===== src/rtl/wpg_pkg.sv =====
package wpg_pkg;
  typedef enum logic {
    COMB_OR  = 1'b0,
    COMB_AND = 1'b1
  } comb_mode_e;
endpackage


===== src/rtl/wpg_andor.sv =====
module wpg_andor #(
  parameter int N_IN  = 4,
  parameter int N_OUT = 2
) (
  input  logic                  ev_vld,
  input  logic [N_IN-1:0]       ev,
  input  logic [N_OUT*N_IN-1:0] sel,
  input  logic [N_OUT-1:0]      mode,
  output logic [N_OUT-1:0]      hit
);
  import wpg_pkg::*;

  for (genvar i = 0; i < N_OUT; i++) begin : g_term
    logic [N_IN-1:0] msk;
    logic            any_hit;
    logic            all_hit;
    assign msk = sel[i*N_IN +: N_IN];
    always_comb begin
      any_hit = |(ev & msk);
      all_hit = (msk != '0) && ((ev & msk) == msk);
      if (comb_mode_e'(mode[i]) == COMB_AND) hit[i] = ev_vld && all_hit;
      else                                    hit[i] = ev_vld && any_hit;
    end
  end
endmodule


===== src/rtl/wpg_pend_table.sv =====
module wpg_pend_table #(
  parameter int TAG_W  = 3,
  parameter int W      = 4,
  parameter int LOOK_W = 2,
  parameter int N_RET  = 2
) (
  input  logic                   clk,
  input  logic                   rst_n,
  input  logic                   flush,
  input  logic                   a_vld,
  input  logic [TAG_W-1:0]       a_tag,
  input  logic [W-1:0]           a_vec,
  input  logic                   b_vld,
  input  logic [TAG_W-1:0]       b_tag,
  input  logic [W-1:0]           b_vec,
  input  logic [N_RET-1:0]       ret_vld,
  input  logic [N_RET*TAG_W-1:0] ret_tag,
  input  logic [TAG_W-1:0]       look_tag,
  output logic [LOOK_W-1:0]      look_vec,
  output logic [N_RET*W-1:0]     ret_view
);
  localparam int DEPTH = 1 << TAG_W;

  logic [W-1:0] tab_q [DEPTH];
  logic [W-1:0] tab_d [DEPTH];

  for (genvar e = 0; e < DEPTH; e++) begin : g_ent
    logic retired;
    always_comb begin
      retired = 1'b0;
      for (int p = 0; p < N_RET; p++) begin
        if (ret_vld[p] && (ret_tag[p*TAG_W +: TAG_W] == TAG_W'(e))) retired = 1'b1;
      end
      tab_d[e] = tab_q[e];
      if (flush || retired) begin
        tab_d[e] = '0;
      end else begin
        if (a_vld && (a_tag == TAG_W'(e))) tab_d[e] = tab_d[e] | a_vec;
        if (b_vld && (b_tag == TAG_W'(e))) tab_d[e] = tab_d[e] | b_vec;
      end
    end
  end

  for (genvar p = 0; p < N_RET; p++) begin : g_view
    logic [TAG_W-1:0] t;
    assign t = ret_tag[p*TAG_W +: TAG_W];
    always_comb begin
      ret_view[p*W +: W] = tab_q[t];
      if (!flush) begin
        if (a_vld && (a_tag == t)) ret_view[p*W +: W] = ret_view[p*W +: W] | a_vec;
        if (b_vld && (b_tag == t)) ret_view[p*W +: W] = ret_view[p*W +: W] | b_vec;
      end
    end
  end

  always_comb look_vec = tab_q[look_tag][LOOK_W-1:0];

  always_ff @(posedge clk or negedge rst_n) begin
    if (!rst_n) begin
      for (int e = 0; e < DEPTH; e++) tab_q[e] <= '0;
    end else begin
      for (int e = 0; e < DEPTH; e++) tab_q[e] <= tab_d[e];
    end
  end
endmodule


===== src/rtl/wpg_top.sv =====
module wpg_top #(
  parameter int TAG_W = 3,
  parameter int N_FE  = 4,
  parameter int N_FW  = 2,
  parameter int N_LA  = 2,
  parameter int N_LD  = 2,
  parameter int N_LW  = 2,
  parameter int N_RET = 2,
  localparam int N_LE = N_LA + N_LD
) (
  input  logic                   clk,
  input  logic                   rst_n,
  input  logic                   fe_vld,
  input  logic [N_FE-1:0]        fe_ev,
  input  logic [TAG_W-1:0]       fe_tag,
  input  logic                   ls_vld,
  input  logic [N_LA-1:0]        ls_addr,
  input  logic [N_LD-1:0]        ls_data,
  input  logic [TAG_W-1:0]       ls_tag,
  input  logic                   flush,
  input  logic [N_RET-1:0]       ret_vld,
  input  logic [N_RET*TAG_W-1:0] ret_tag,
  input  logic [N_FW*N_FE-1:0]   fw_sel,
  input  logic [N_FW-1:0]        fw_and,
  input  logic [N_FW-1:0]        fw_brk_en,
  input  logic [N_LW*N_LE-1:0]   lw_sel,
  input  logic [N_LW-1:0]        lw_and,
  input  logic [N_LW*N_FW-1:0]   lw_qual,
  input  logic [N_LW-1:0]        lw_brk_en,
  output logic [N_RET*N_FW-1:0]  rpt_fw,
  output logic [N_RET*N_LW-1:0]  rpt_lw,
  output logic                   brk_fetch,
  output logic                   brk_ls
);
  localparam int W = N_FW + N_LW;

  logic [N_FW-1:0]    fw_now;
  logic [N_LW-1:0]    lw_raw;
  logic [N_LW-1:0]    lw_now;
  logic [N_FW-1:0]    fw_stored;
  logic [N_FW-1:0]    fw_known;
  logic [N_RET*W-1:0] view;

  logic [N_RET*N_FW-1:0] rpt_fw_d, rpt_fw_q;
  logic [N_RET*N_LW-1:0] rpt_lw_d, rpt_lw_q;
  logic                  brk_f_d, brk_f_q, brk_l_d, brk_l_q;

  wpg_andor #(.N_IN(N_FE), .N_OUT(N_FW)) u_fe_andor (
    .ev_vld(fe_vld), .ev(fe_ev), .sel(fw_sel), .mode(fw_and), .hit(fw_now)
  );

  wpg_andor #(.N_IN(N_LE), .N_OUT(N_LW)) u_ls_andor (
    .ev_vld(ls_vld), .ev({ls_data, ls_addr}), .sel(lw_sel), .mode(lw_and), .hit(lw_raw)
  );

  // fetch watchpoints known for the load/store instruction: stored or arriving now
  always_comb begin
    fw_known = fw_stored;
    if (fe_vld && (fe_tag == ls_tag)) fw_known = fw_known | fw_now;
  end

  for (genvar j = 0; j < N_LW; j++) begin : g_qual
    logic [N_FW-1:0] qm;
    assign qm = lw_qual[j*N_FW +: N_FW];
    assign lw_now[j] = lw_raw[j] && ((qm == '0) || ((qm & fw_known) != '0));
  end

  wpg_pend_table #(.TAG_W(TAG_W), .W(W), .LOOK_W(N_FW), .N_RET(N_RET)) u_tab (
    .clk(clk), .rst_n(rst_n), .flush(flush),
    .a_vld(fe_vld), .a_tag(fe_tag), .a_vec({{N_LW{1'b0}}, fw_now}),
    .b_vld(ls_vld), .b_tag(ls_tag), .b_vec({lw_now, {N_FW{1'b0}}}),
    .ret_vld(ret_vld), .ret_tag(ret_tag),
    .look_tag(ls_tag), .look_vec(fw_stored), .ret_view(view)
  );

  always_comb begin
    brk_f_d = 1'b0;
    brk_l_d = 1'b0;
    for (int p = 0; p < N_RET; p++) begin
      rpt_fw_d[p*N_FW +: N_FW] = ret_vld[p] ? view[p*W +: N_FW] : '0;
      rpt_lw_d[p*N_LW +: N_LW] = ret_vld[p] ? view[p*W+N_FW +: N_LW] : '0;
      brk_f_d = brk_f_d | (|(rpt_fw_d[p*N_FW +: N_FW] & fw_brk_en));
      brk_l_d = brk_l_d | (|(rpt_lw_d[p*N_LW +: N_LW] & lw_brk_en));
    end
  end

  always_ff @(posedge clk or negedge rst_n) begin
    if (!rst_n) begin
      rpt_fw_q <= '0;
      rpt_lw_q <= '0;
      brk_f_q  <= 1'b0;
      brk_l_q  <= 1'b0;
    end else begin
      rpt_fw_q <= rpt_fw_d;
      rpt_lw_q <= rpt_lw_d;
      brk_f_q  <= brk_f_d;
      brk_l_q  <= brk_l_d;
    end
  end

  assign rpt_fw    = rpt_fw_q;
  assign rpt_lw    = rpt_lw_q;
  assign brk_fetch = brk_f_q;
  assign brk_ls    = brk_l_q;
endmodule


===== config.mk =====
export PLATFORM = sky130hd
export DESIGN_NAME = wpg_top
export DESIGN_NICKNAME = d
export VERILOG_FILES = /design/src/rtl/wpg_pkg.sv /design/src/rtl/wpg_andor.sv /design/src/rtl/wpg_pend_table.sv /design/src/rtl/wpg_top.sv
export SDC_FILE = /design/constraint.sdc
export NUM_CORES = 1
export LEC_CHECK = 0
export BUFFER_PORTS_ARGS = -buffer_cell sky130_fd_sc_hd__clkbuf_2
export CORE_MARGIN = 2
export CORE_UTILIZATION = 49
export CTS_CLUSTER_SIZE = 10
export DETAILED_ROUTE_END_ITERATION = 10
export PLACE_DENSITY = 0.88
export SLEW_MARGIN = 20
export SYNTH_ARGS = -nofsm -noshare
export SYNTH_HDL_FRONTEND = slang
export SYNTH_SLANG_ARGS = --single-unit

===== constraint.sdc =====
create_clock -name clk -period 2.1 [get_ports clk]
set_input_delay 0.315 -clock clk [delete_from_list [all_inputs] [get_ports clk]]
set_output_delay 0.315 -clock clk [all_outputs]
set_load 0.03 [all_outputs]

# Word level (Yosys, flattened, before mapping)
# Cells that the tools add are included.
[op_classes]
add_sub_neg = 0
n_mul = 0
div = 0
order_cmp = 3
eq_ne = 37
shifts = 0
n_mux = 74
bitwise_logic = 36
n_reduce_logical = 81
[op_table]
columns = ["operator", "count"]
rows = [
  ["4-bit 2-to-1 mux", 44],
  ["1-bit logical AND", 51],
  ["3-bit == test (second input constant)", 16],
  ["4-bit by 2-bit bitwise OR with 4-bit output", 10],
  ["4-bit bitwise OR", 10],
  ["4-bit binary-select mux with 3-bit select", 3],
  ["3-bit by 2-bit == test with 1-bit output (second input constant)", 8],
  ["1-bit 2-to-1 mux", 20],
  ["4-bit bitwise AND", 4],
  ["4-bit == test", 4],
  ["4-bit nonzero test", 4],
  ["4-bit OR reduction", 4],
  ["3-bit == test", 5],
  ["2-bit 2-to-1 mux", 7],
  ["2-bit bitwise AND", 6],
  ["3-bit by 1-bit == test with 1-bit output (second input constant)", 4],
  ["4-bit >= comparator (second input constant)", 3],
  ["3-bit zero test", 4],
  ["3-bit inverter with 4-bit output", 3],
  ["1-bit logical OR", 10],
  ["2-bit OR reduction", 4],
  ["2-bit zero test", 2],
  ["2-bit nonzero test", 2],
  ["1-bit bitwise OR", 2],
  ["2-bit bitwise OR", 1],
]
[totals]
ff_bits = 42
latch_bits = 0
ram_bits = 0
romBits = 0
output_inout_bits = 10
n_memories = 0

# Depth between registers and ports, before layout
[depth]
depth_word = 18
ltp_mapped = 9
depth_no_buf = 8

# Cells and area by module
# A second synthesis with hierarchy kept.
[unflattened]
cells_unflattened = 316
area_unflattened_um2 = 3320.7
[modules_own_cells]
columns = ["mod", "instances", "cells_each", "area_each_um2"]
rows = [
  ["wpg_pend_table", 1, 237, 2618.8],
  ["wpg_top", 1, 43, 466.7],
  ["wpg_andor", 2, 18, 117.6],
]

# Worst setup path after synthesis
# No wires, ideal clock.
[synth_path]
path_type = "input-to-reg"
startpoint = "input ls_tag[1]"
endpoint = "register brk_l_q, in the netlist brk_ls"
arrival_ps = 2254
t_required_ps = 1979
setup_slack_ps = -275
cell_stages = 9
n_path_buf = 1
cell_sequence = "buf_2 mux4_2 mux2_2 a31oi_1 nor2b_1 o2111ai_2 o21ai_1 a22o_1 a22o_1"
[synth_between]
elab_chain_cells = 17
word_cells_on_any_way = 33
[synth_lines]
columns = ["item", "line", "source"]
rows = [
  ["start: declaration", "wpg_top.sv:19", "input logic [TAG_W-1:0] ls_tag,"],
  ["3-bit inverter with 4-bit output (implied by the code)", "wpg_pend_table.sv:56", "always_comb look_vec = tab_q[look_tag][LOOK_W-1:0];"],
  ["4-bit binary-select mux with 3-bit select", "wpg_pend_table.sv:56", ""],
  ["2-bit 2-to-1 mux (implied by the code) (2 in a row)", "wpg_pend_table.sv:56", ""],
  ["2-bit bitwise OR", "wpg_top.sv:59", "if (fe_vld && (fe_tag == ls_tag)) fw_known = fw_known | fw_now;"],
  ["2-bit 2-to-1 mux", "wpg_top.sv:59", ""],
  ["2-bit bitwise AND", "wpg_top.sv:65", "assign lw_now[j] = lw_raw[j] && ((qm == '0) || ((qm & fw_known) != '0));"],
  ["2-bit nonzero test", "wpg_top.sv:65", ""],
  ["1-bit logical OR", "wpg_top.sv:65", ""],
  ["1-bit logical AND", "wpg_top.sv:65", ""],
  ["4-bit bitwise OR", "wpg_pend_table.sv:51", "if (b_vld && (b_tag == t)) ret_view[p*W +: W] = ret_view[p*W +: W] | b_vec;"],
  ["4-bit 2-to-1 mux", "wpg_pend_table.sv:51", ""],
  ["4-bit 2-to-1 mux", "wpg_pend_table.sv:49", "if (!flush) begin"],
  ["2-bit 2-to-1 mux", "wpg_top.sv:81", "rpt_lw_d[p*N_LW +: N_LW] = ret_vld[p] ? view[p*W+N_FW +: N_LW] : '0;"],
  ["2-bit bitwise AND", "wpg_top.sv:83", "brk_l_d = brk_l_d | (|(rpt_lw_d[p*N_LW +: N_LW] & lw_brk_en));"],
  ["2-bit OR reduction", "wpg_top.sv:83", ""],
  ["1-bit bitwise OR *", "wpg_top.sv:83", ""],
  ["via brk_l_d", "wpg_top.sv:46", "logic brk_f_d, brk_f_q, brk_l_d, brk_l_q;"],
  ["end signal: assignment", "wpg_top.sv:97", "brk_l_q <= brk_l_d;"],
  ["end: declaration", "wpg_top.sv:46", ""],
]
# Mark *: on every way through the listed nets, which the timed path passes. The rest lies on a longest branch. The select of a mux whose other input is x is not followed.

# Worst setup path after layout
[layout_path]
startpoint = "register u_tab.tab_q[21] (netlist name)"
endpoint = "register u_tab.tab_q[26] (netlist name)"
[layout_between]
elab_chain_cells = 12
[layout_lines]
columns = ["item", "line", "source"]
rows = [
  ["start: declaration", "wpg_pend_table.sv:24", "logic [W-1:0] tab_q [DEPTH];"],
  ["4-bit binary-select mux with 3-bit select *", "wpg_pend_table.sv:56", ""],
  ["2-bit 2-to-1 mux (implied by the code) * (2 in a row)", "wpg_pend_table.sv:56", ""],
  ["2-bit bitwise OR", "wpg_top.sv:59", ""],
  ["2-bit 2-to-1 mux *", "wpg_top.sv:59", ""],
  ["2-bit bitwise AND *", "wpg_top.sv:65", ""],
  ["2-bit nonzero test *", "wpg_top.sv:65", ""],
  ["1-bit logical OR *", "wpg_top.sv:65", ""],
  ["1-bit logical AND *", "wpg_top.sv:65", ""],
  ["4-bit bitwise OR *", "wpg_pend_table.sv:39", "if (b_vld && (b_tag == TAG_W'(e))) tab_d[e] = tab_d[e] | b_vec;"],
  ["4-bit 2-to-1 mux *", "wpg_pend_table.sv:39", ""],
  ["4-bit 2-to-1 mux *", "wpg_pend_table.sv:35", "if (flush || retired) begin"],
]
# Mark *: on every way between the ends. The rest lies on a longest branch, timed or not. The select of a mux whose other input is x is not followed.

==> flow_summary.toml <==
[timing]
finClkSkew_ns = 0.003424
setup_violations = 17
timing.fmax_ghz = 0.4338
timing.hold.ws_ns = -0.001422
fin_tns_setup_ns = -2.636
setup_slack_ns = -0.2053
fin_crit_sh_pct = 109.8
rsz0062_at_grt = "yes"
slew_violations = 0
max_slew_margin_pct = 56.54
layout_min_cycle_time_ns = 2.305
tightest_slew_ns = 0.6436
hold_viol_final = 1

[routing]
post_drt_wl_per_cell_um = 18.94
drtIter0Drc = 321
via_per_inst = 6.324
vias = 2827
post-route-drc-count = 0
antenna_left = 0
first_pass_iters = 5
totalWireLength_mm = 8.464

[logic_synthesis]
syn_inst = 283
yosysWarnings = 0
synth_flop_cell = "dfrtp_1"
yosys.area.top_type = "dfrtp_1"
ys_ff_latch = 42
yosys-top-cells-area = "dfrtp_1 (37%), mux4_2 (14%), nor2_1 (5.1%)"
syn_avg_cell_area_um2 = 9.970
async_flop_share_pct = 100.0
synthesis.area_um2 = 2821
synth_top_area_share_pct = 37.25
synth-edff-count = 0
synthesis.nets = 338
yosysMostFrequentCell = "dfrtp_1"
ys_types = 36
yosys-top-cells-count = "dfrtp_1 (42), nor2_1 (38), a31oi_1 (18), mux4_2 (18), a21oi_1 (16)"
ys_seq_area_share_pct = 37.25

[hold_path]
worstHoldPathType = "primary input to asynchronous set/reset pin"

[place]
numPortBuffers = 64
hpwl_mm = 6.422
gp_congestion = 0.9369

[pwr]
powerDensity_nw_per_um2 = 481.1
ir_worst_vdd_uv = 303.7
cellLeakagePower_nw = 1.697
power_mw = 1.754

[floorplanning]
start_util_pct = 50.93
die_w_um = 79.88
io_pins = 65
die_y_um = 79.88
die_area_um2 = 6381
core_um2 = 5540
row_count = 27

[clock_network]
clock_sinks = 42
cts_buffers = 5
cts_max_path_buffers = 2
cts_tree = "yes"
clk_latency_ns = 0.31
cts-root-buf = "clkbuf_8"
cts_max_level = 2
path_clk_slew_ns = 0.08

[worst_setup_path]
critPathTopFamily = "multiplexers"
cp_cell_sequence = "mux4_2, mux2_4, a31oi_4, mux2i_1, o2111ai_2, buf_4, nor2_4, a31oi_1, nor2_1"
cp_max_fo = 4
slowest_stage = "mux4_2"
start_kind = "register"
critPathMaxStageDelay_ns = 0.46
cp-end-kind = "register"
cp_data_arrival_time_ns = 2.49
worst-path-buf-inv = 1
worstPathRequired_ns = 2.28
crit_type = "register to register"

[status]
violations = "hold timing, setup timing"
outcome = "complete, but fails checks"

[finish]
drive_above_1_share_pct = 40.53
diodes = 0
area_growth_pct = 29.18
final_nets = 429

[grt]
grt_usage_pct = 27.11
grt_pass1_wl_mm = 13.10
grt_max_degree = 24
gr-total-overflow = 0
grt_pass1_vias = 2828
antenna_found_initial = 0

[flow_run]
cap_violations = 0
[path summary, 6_finish.rpt]
path                                       from               to  slack [ns]  cells after the start
worst max register to register  u_tab.tab_q[21]  u_tab.tab_q[26]       -0.21                      9
min in group clk                   lw_brk_en[0]           brk_ls        0.23                      2
worst max-delay path            u_tab.tab_q[21]  u_tab.tab_q[26]       -0.21                      9
max in group asynchronous                 rst_n        rpt_fw[3]        1.52                      2
worst min register to register   u_tab.tab_q[6]   u_tab.tab_q[6]        0.53                      2
worst min-delay path                      rst_n   u_tab.tab_q[5]      -0.001                      1
[logic make-up after synthesis]
logic type / Yosys count / share of synthesized area [%]
buf+inv: 29 / 4.213
compound gates: 70 / 16.76
xor+xnor: 15 / 4.656
mux: 32 / 20.58
flops: 42 / 37.25
simple gates: 95 / 16.54
[worst register-to-register path, cell delays in order (launching register included)]
cell       delay (ns)
dfrtp_1          0.40
mux4_2           0.46
mux2_4           0.29
a31oi_4          0.17
mux2i_1          0.11
o2111ai_2        0.23
buf_4            0.19
nor2_4           0.06
a31oi_1          0.20
nor2_1           0.07
[repair_timing]
| item | CTS | global route |
|---|---|---|
| endpoints found under the setup margin | 21 | 22 |
| gates resized for setup | 16 | 11 |
| hold buffers | 0 | 0 |
| pin swaps | 24 | 8 |
| setup buffers | 0 | 1 |
[area by class of cell]
class / instances / area, um^2
Timing Repair Buffer: 102 / 618.1
Multi-Input combinational cell: 212 / 1754
Fill cell: 406 / 1896
Sequential cell: 42 / 1051
Clock buffer: 5 / 68.82
Inverter: 11 / 41.29
Clock inverter: 3 / 21.27
Tap cell: 72 / 90.09
[power breakdown]
part | internal [mW] | switching, mW
Combinational | 0.172 | 0.231
Clock | 0.233 | 0.294
Sequential | 0.818 | 0.00593
Total | 1.22 | 0.531
[per-layer routing]
layer  track usage (%)  part of all wire (%)  vias to the layer above
met3             6.900                   9.8                       55
met2             46.17                    49                      196
met5                 0                     0                        -
li1                  -                     -                     1233
met1             30.59                    36                     1343
met4             15.76                   4.8                        0
[placed cells by master (no fill, tap or decap), types with 2 or more instances in the layout]
cell / instances
or3_1: 2
a31oi_2: 2
buf_4: 37
nor3_1: 4
and2_1: 6
xnor2_1: 9
clkbuf_8: 5
a31oi_1: 14
mux2_4: 2
o21ai_1: 3
a22oi_1: 8
o2111ai_2: 2
nand2b_1: 7
and3_1: 2
xor2_1: 6
o21ai_0: 2
nor2_1: 33
mux2i_1: 9
dfrtp_1: 42
a31oi_4: 2
nand4_1: 2
o41ai_1: 2
o22ai_1: 4
nand2_1: 14
inv_1: 11
a21boi_0: 3
nor2_4: 4
a22o_1: 4
clkbuf_2: 64
o221ai_1: 6
a21oi_2: 3
a21oi_1: 13
nor2b_1: 12
and3b_1: 2
mux4_2: 20
nor4_1: 2
[state kept, by name (all words and copies together) (netlist names)]
name,flops
rpt_fw,4
brk_ls,1
u_tab.tab_q,32
rpt_lw,4
brk_fetch,1
[metrics by stage]
stage	hold slack [ns]	utilization, %	setup slack (ns)	cells	cell area, um^2
CTS	0.003726	65.00	-0.1920	446	3601
global route	0.02654	65.79	-0.2721	447	3645
floorplan	0.01941	-	-0.1878	283	2824
finish	-0.001422	65.79	-0.2053	447	3645
detailed placement	0.3345	62.10	-0.4430	438	3441
global placement	0.3257	62.10	-0.3884	438	3441
Note: power is estimated with default switching activity, not from simulation.
